### config.mk
export PLATFORM = sky130hd
export DESIGN_NAME = burst_addr_seq
export DESIGN_NICKNAME = d
export VERILOG_FILES = /design/src/rtl/burst_seq_pkg.sv /design/src/rtl/burst_op_decode.sv /design/src/rtl/burst_state_reg.sv /design/src/rtl/burst_order_map.sv /design/src/rtl/burst_addr_seq.sv
export SDC_FILE = /design/constraint.sdc
export NUM_CORES = 1
export LEC_CHECK = 0
export BUFFER_PORTS_ARGS = -buffer_cell sky130_fd_sc_hd__buf_4
export CORE_MARGIN = 5
export CORE_UTILIZATION = 30
export DETAILED_ROUTE_END_ITERATION = 7
export HOLD_SLACK_MARGIN = 0.15
export SETUP_SLACK_MARGIN = 0.3
export SYNTH_ARGS = -nofsm -noshare
export SYNTH_HDL_FRONTEND = slang
export SYNTH_SLANG_ARGS = --single-unit
### constraint.sdc
create_clock -name clk -period 1.9 [get_ports clk]
set_input_delay 0.285 -clock clk [delete_from_list [all_inputs] [get_ports clk]]
set_output_delay 0.285 -clock clk [all_outputs]
set_load 0.02 [all_outputs]
### src/rtl/burst_seq_pkg.sv
// Package: shared types for the burst address sequencer.
// Assumes: the order select is static during a burst.
package burst_seq_pkg;

    // Beat ordering selected by the static mode input.
    typedef enum logic {
        ORD_LINEAR     = 1'b0,
        ORD_INTERLEAVE = 1'b1
    } burst_order_e;

    // Per-cycle operation decoded from the control inputs.
    typedef enum logic [1:0] {
        OP_IDLE = 2'd0,
        OP_LOAD = 2'd1,
        OP_STEP = 2'd2
    } seq_op_e;

endpackage

### src/rtl/burst_op_decode.sv
// Module: burst_op_decode
// Turns the clock enable and the advance/load control into one operation
// per cycle. Assumes: an advance only counts while a burst is in progress.
module burst_op_decode
    import burst_seq_pkg::*;
(
    input  logic    clk_en_n,
    input  logic    load_n,
    input  logic    act,
    output seq_op_e op
);

    // Pick load, step or idle for the current edge.
    always_comb begin
        op = OP_IDLE;
        if (!clk_en_n) begin
            if (!load_n) begin
                op = OP_LOAD;
            end else if (act) begin
                op = OP_STEP;
            end
        end
    end

endmodule

### src/rtl/burst_state_reg.sv
// Module: burst_state_reg
// Holds the captured upper address bits, the start offset, the beat count
// and the burst-active flag. Assumes: synchronous active-low reset that takes
// priority over every operation.
module burst_state_reg
    import burst_seq_pkg::*;
#(
    parameter int ADDR_W    = 19,
    parameter int BEAT_BITS = 2
) (
    input  logic                        clk,
    input  logic                        rst_n,
    input  seq_op_e                     op,
    input  logic [ADDR_W-1:0]           addr_in,
    output logic [ADDR_W-BEAT_BITS-1:0] upper_q,
    output logic [BEAT_BITS-1:0]        start_q,
    output logic [BEAT_BITS-1:0]        cnt_q,
    output logic                        act_q
);

    localparam int UP_W = ADDR_W - BEAT_BITS;

    // Capture on load, count on step, hold otherwise.
    always_ff @(posedge clk) begin
        if (!rst_n) begin
            upper_q <= '0;
            start_q <= '0;
            cnt_q   <= '0;
            act_q   <= 1'b0;
        end else begin
            case (op)
                OP_LOAD: begin
                    upper_q <= addr_in[ADDR_W-1:BEAT_BITS];
                    start_q <= addr_in[BEAT_BITS-1:0];
                    cnt_q   <= '0;
                    act_q   <= 1'b1;
                end
                OP_STEP: begin
                    cnt_q <= cnt_q + BEAT_BITS'(1);
                end
                default: begin
                end
            endcase
        end
    end

    logic [UP_W-1:0] unused_w;
    assign unused_w = upper_q;

endmodule

### src/rtl/burst_order_map.sv
// Module: burst_order_map
// Maps the start offset and beat count to the beat offset in linear or
// interleaved order, and flags the final beat. Pure combinational logic.
// Assumes: the count wraps naturally at 2**BEAT_BITS.
module burst_order_map
    import burst_seq_pkg::*;
#(
    parameter int BEAT_BITS = 2
) (
    input  logic [BEAT_BITS-1:0] start,
    input  logic [BEAT_BITS-1:0] cnt,
    input  logic                 act,
    input  burst_order_e         order,
    output logic [BEAT_BITS-1:0] ofs,
    output logic                 last
);

    localparam logic [BEAT_BITS-1:0] LAST_CNT = '1;

    logic [BEAT_BITS-1:0] lin_ofs;
    logic [BEAT_BITS-1:0] il_ofs;

    // Linear order: modular add within the burst block.
    assign lin_ofs = start + cnt;

    // Interleaved order: one XOR per offset bit.
    for (genvar i = 0; i < BEAT_BITS; i++) begin : g_il_bit
        assign il_ofs[i] = start[i] ^ cnt[i];
    end

    // Select the order and flag the final beat.
    always_comb begin
        ofs  = (order == ORD_INTERLEAVE) ? il_ofs : lin_ofs;
        last = act && (cnt == LAST_CNT);
    end

endmodule

### src/rtl/burst_addr_seq.sv
// Module: burst_addr_seq (top)
// Burst address sequencer: loads an address, then steps the low offset bits
// through a four-beat burst while the upper bits stay fixed.
// Assumes: order_il does not change during a burst.
module burst_addr_seq
    import burst_seq_pkg::*;
#(
    parameter int ADDR_W    = 19,
    parameter int BEAT_BITS = 2
) (
    input  logic                 clk,
    input  logic                 rst_n,
    input  logic                 clk_en_n,
    input  logic                 load_n,
    input  logic                 order_il,
    input  logic [ADDR_W-1:0]    addr_in,
    output logic [ADDR_W-1:0]    burst_addr,
    output logic [BEAT_BITS-1:0] beat_ofs,
    output logic                 last_beat
);

    localparam int UP_W = ADDR_W - BEAT_BITS;

    seq_op_e              op;
    logic                 act_q;
    logic [UP_W-1:0]      upper_q;
    logic [BEAT_BITS-1:0] start_q;
    logic [BEAT_BITS-1:0] cnt_q;
    logic [BEAT_BITS-1:0] ofs;
    burst_order_e         order;

    // Cast the static mode pin into the order type.
    assign order = burst_order_e'(order_il);

    burst_op_decode u_dec (
        .clk_en_n (clk_en_n),
        .load_n   (load_n),
        .act      (act_q),
        .op       (op)
    );

    burst_state_reg #(
        .ADDR_W    (ADDR_W),
        .BEAT_BITS (BEAT_BITS)
    ) u_state (
        .clk     (clk),
        .rst_n   (rst_n),
        .op      (op),
        .addr_in (addr_in),
        .upper_q (upper_q),
        .start_q (start_q),
        .cnt_q   (cnt_q),
        .act_q   (act_q)
    );

    burst_order_map #(
        .BEAT_BITS (BEAT_BITS)
    ) u_map (
        .start (start_q),
        .cnt   (cnt_q),
        .act   (act_q),
        .order (order),
        .ofs   (ofs),
        .last  (last_beat)
    );

    // Join the held upper bits with the current beat offset.
    assign burst_addr = {upper_q, ofs};
    assign beat_ofs   = ofs;

endmodule

==> metrics.txt <==
# TYPE chip_impl_metric gauge
chip_impl_info{name="clock_tree_root_driver_cell",value="sky130_fd_sc_hd__clkbuf_4"} 1
chip_impl_metric{name="final.min_clock_period",unit="ns"} 1.52
chip_impl_metric{name="overall_die_width",unit="um"} 67.4
chip_impl_metric{name="ant_nets",unit=""} 0
chip_impl_metric{name="insertion_delay_of_the_later_clocked_pin_in_the_worst_skew_pair",unit="ns"} 0.31
chip_impl_metric{name="floorplan.io_pins",unit=""} 46
chip_impl_metric{name="slew_violations",unit=""} 0
chip_impl_metric{name="drc",unit=""} 0
chip_impl_metric{name="nNetsFinal",unit=""} 175
chip_impl_metric{name="ys_types",unit=""} 18
chip_impl_metric{name="timing.critical_path.arrival",unit="ns"} 1.23
chip_impl_info{name="worstSetupStartpointType",value="flop"} 1
chip_impl_metric{name="timing.final.crit_share",unit=""} 0.799
chip_impl_metric{name="fillerInstances",unit=""} 341
chip_impl_metric{name="irDropWorstVdd",unit="mV"} 0.252
chip_impl_metric{name="instances_no_fill",unit=""} 192
chip_impl_metric{name="cts_buffers",unit=""} 3
chip_impl_metric{name="vias_in_the_first_global_route",unit=""} 772
chip_impl_metric{name="clk_transition_reported_paths",unit="ns"} 0.13
chip_impl_metric{name="global_route.overflow_total",unit=""} 0
chip_impl_metric{name="synth_warnings",unit=""} 0
chip_impl_metric{name="number_of_hold_violations_in_the_final_report",unit=""} 0
chip_impl_metric{name="post_synthesis_cells",unit=""} 104
chip_impl_metric{name="dr_vias_cell",unit=""} 4.21
chip_impl_metric{name="core.rowCount",unit=""} 20
chip_impl_info{name="cp-end-kind",value="output port"} 1
chip_impl_metric{name="grtUsageTotal",unit=""} 0.101
chip_impl_info{name="synth_flop_cell",value="sky130_fd_sc_hd__dfxtp_1"} 1
chip_impl_info{name="run_status",value="finished clean"} 1
chip_impl_metric{name="synth.avg_cell_area",unit="um^2"} 9.49
chip_impl_metric{name="max-slew-margin-rel",unit=""} 0.697
chip_impl_info{name="hold_class",value="input pin to flop"} 1
chip_impl_info{name="post-synth-top-area-cell",value="sky130_fd_sc_hd__dfxtp_1"} 1
chip_impl_metric{name="cts.htree.levels",unit=""} 1
chip_impl_metric{name="routed-via-count",unit=""} 808
chip_impl_metric{name="clock.fmax",unit="GHz"} 0.658
chip_impl_metric{name="power.density_cell_area",unit="nW/um^2"} 656
chip_impl_metric{name="tightest_slew",unit="ns"} 0.453
chip_impl_metric{name="ffs_w_async_s_r_synth",unit=""} 0
chip_impl_metric{name="clock_skew",unit="ns"} 0.00434
chip_impl_metric{name="area_of_the_core",unit="um^2"} 3100
chip_impl_metric{name="grt_max_degree",unit=""} 25
chip_impl_metric{name="firstDrtPassIters",unit=""} 2
chip_impl_metric{name="total_die_area",unit="um^2"} 4540
chip_impl_metric{name="cts.sink_count",unit=""} 22
chip_impl_metric{name="worstPathMaxFanout",unit=""} 3
chip_impl_metric{name="power.static_leakage",unit="nW"} 0.591
chip_impl_metric{name="timing.hold.ws",unit="ns"} 0.210
chip_impl_metric{name="yosys_register_bits",unit=""} 22
chip_impl_metric{name="first_iter_violations",unit=""} 10
chip_impl_metric{name="synth-edff-count",unit=""} 0
chip_impl_metric{name="gp_congestion",unit=""} 0.587
chip_impl_metric{name="detailedPlacementHpwl",unit="um"} 1580
chip_impl_metric{name="placement.io_buffers",unit=""} 45
chip_impl_info{name="ys_top_cells_by_area",value="sky130_fd_sc_hd__dfxtp_1 45%, sky130_fd_sc_hd__a21boi_2 23%, sky130_fd_sc_hd__nand2_1 16%"} 1
chip_impl_metric{name="report.final.setup_viol",unit=""} 0
chip_impl_metric{name="synth_sequential_area_ratio",unit=""} 0.446
chip_impl_metric{name="chipHeight",unit="um"} 67.4
chip_impl_metric{name="initial_antenna_violation_count",unit=""} 0
chip_impl_metric{name="required",unit="ns"} 1.62
chip_impl_metric{name="placed_cells",unit=""} 186
chip_impl_info{name="post_synth_most_frequent_cells",value="41 x sky130_fd_sc_hd__nand2_1, 22 x sky130_fd_sc_hd__dfxtp_1, 20 x sky130_fd_sc_hd__a21boi_2, 3 x sky130_fd_sc_hd__buf_6"} 1
chip_impl_info{name="tritoncts_clock_tree",value="done"} 1
chip_impl_metric{name="drt-total-wl",unit="um"} 2210
chip_impl_metric{name="mappedNetlistArea",unit="um^2"} 987
chip_impl_info{name="synthMostInstantiatedCell",value="sky130_fd_sc_hd__nand2_1"} 1
chip_impl_metric{name="wire_per_inst",unit="um"} 11.5
chip_impl_metric{name="cts_buffer_depth",unit=""} 2
chip_impl_metric{name="starting_density",unit=""} 0.318
chip_impl_metric{name="area_growth_syn_to_layout",unit="%"} 43.9
chip_impl_info{name="worst-setup-path-type",value="flop to output port"} 1
chip_impl_metric{name="fraction_of_final_layout_cells_with_drive_strength_greater_than_1",unit=""} 0.547
chip_impl_metric{name="setup_total_negative_slack",unit="ns"} 0
chip_impl_info{name="grt_setup_unrepaired",value="false"} 1
chip_impl_metric{name="holdBufCountCts",unit=""} 0
chip_impl_metric{name="first_pass_grt_wire_length",unit="um"} 3430
chip_impl_metric{name="synth_largest_type_area_fraction",unit=""} 0.446
chip_impl_metric{name="mappedNetlistNets",unit=""} 130
chip_impl_metric{name="antenna_cells",unit=""} 0
chip_impl_metric{name="maxCapViolations",unit=""} 0
[power by group]
part	switching, mW	internal [mW]
combinational	0.0852	0.0906
clock	0.145	0.117
sequential	0.0115	0.482
[worst paths after layout]
check | from | end | slack, ns | cells after the start
hold / removal | addr_in[0] | u_state.start_q[0]$_SDFFE_PN0N_ | 0.21 | 3
setup / recovery | u_state.cnt_q[0]$_SDFFE_PN0P_ | last_beat | 0.38 | 4
setup reg to reg | u_state.cnt_q[0]$_SDFFE_PN0P_ | u_state.cnt_q[1]$_SDFFE_PN0P_ | 0.87 | 4
hold reg to reg | u_state.upper_q[2]$_SDFFE_PN0N_ | u_state.upper_q[2]$_SDFFE_PN0N_ | 0.47 | 2
[worst max-delay path, cell delays in order, from the launching register on]
cell and delay, ns:
sky130_fd_sc_hd__dfxtp_2 0.36, sky130_fd_sc_hd__buf_4 0.13, sky130_fd_sc_hd__ha_2 0.16, sky130_fd_sc_hd__and2_4 0.15, sky130_fd_sc_hd__buf_6 0.12
[repair_timing]
action | in CTS | in global routing
pin swaps | 1 | 1
gates resized for setup | 6 | 5
endpoints found under the setup margin | 2 | 3
setup buffers | 1 | 1
[routing by layer]
metal | vias to the layer above | wire [um] | share of wire | track usage
met1 | 350 | 923 | 0.42 | 0.110
met3 | 2 | 247 | 0.11 | 0.0416
met5 | - | 0 | 0 | 0
li1 | 423 | - | - | -
met4 | 0 | 9 | 0.0041 | 0.0456
met2 | 33 | 1030 | 0.47 | 0.171
[per-stage QoR]
stage               cell area [um^2]  power [mW]  utilization  setup slack, ns
global placement                1320       0.673        0.426            0.644
detailed placement              1320       0.676        0.426            0.626
global route                    1420       0.992        0.458            0.313
floorplan                        987       0.602            -            0.361
finish                          1420       0.931        0.458            0.381
CTS                             1390       0.944        0.447            0.331
[final cells by class]
type / count / area (um^2) / area share
flip-flops and latches: 22 / 443 / 0.312
inverters: 1 / 3.75 / 0.00264
repair buffers: 47 / 357 / 0.251
clock buffers: 4 / 36.3 / 0.0256
multi-input cells: 74 / 526 / 0.370
well taps: 44 / 55.1 / 0.0388
[registers in the layout, indices dropped and copies added, names as in the netlist]
register         count
u_state.upper_q     17
u_state.cnt_q        2
u_state.start_q      2
u_state.act_q        1
[layout by cell type (no fill, tap or decap), types with 2 or more instances in the layout]
| cell | n |
|---|---|
| sky130_fd_sc_hd__buf_4 | 46 |
| sky130_fd_sc_hd__dfxtp_1 | 20 |
| sky130_fd_sc_hd__clkbuf_4 | 3 |
| sky130_fd_sc_hd__nand2_1 | 41 |
| sky130_fd_sc_hd__o22ai_1 | 2 |
| sky130_fd_sc_hd__xnor2_2 | 2 |
| sky130_fd_sc_hd__a21boi_2 | 20 |
| sky130_fd_sc_hd__dfxtp_2 | 2 |
[cell families (layout without fill, tap and decap cells)]
group                    count (synthesis)  in the layout  synth area share
buffers and inverters                    8             52            0.0621
AND/OR/NAND/NOR                         47             47             0.203
adder cells (fa/ha/maj)                  2              2            0.0253
flip-flops                              22             22             0.446
AO/OA/AOI/OAI                           23             23             0.246
XOR/XNOR                                 2              2            0.0177
Power figures use the tool's default switching activity.
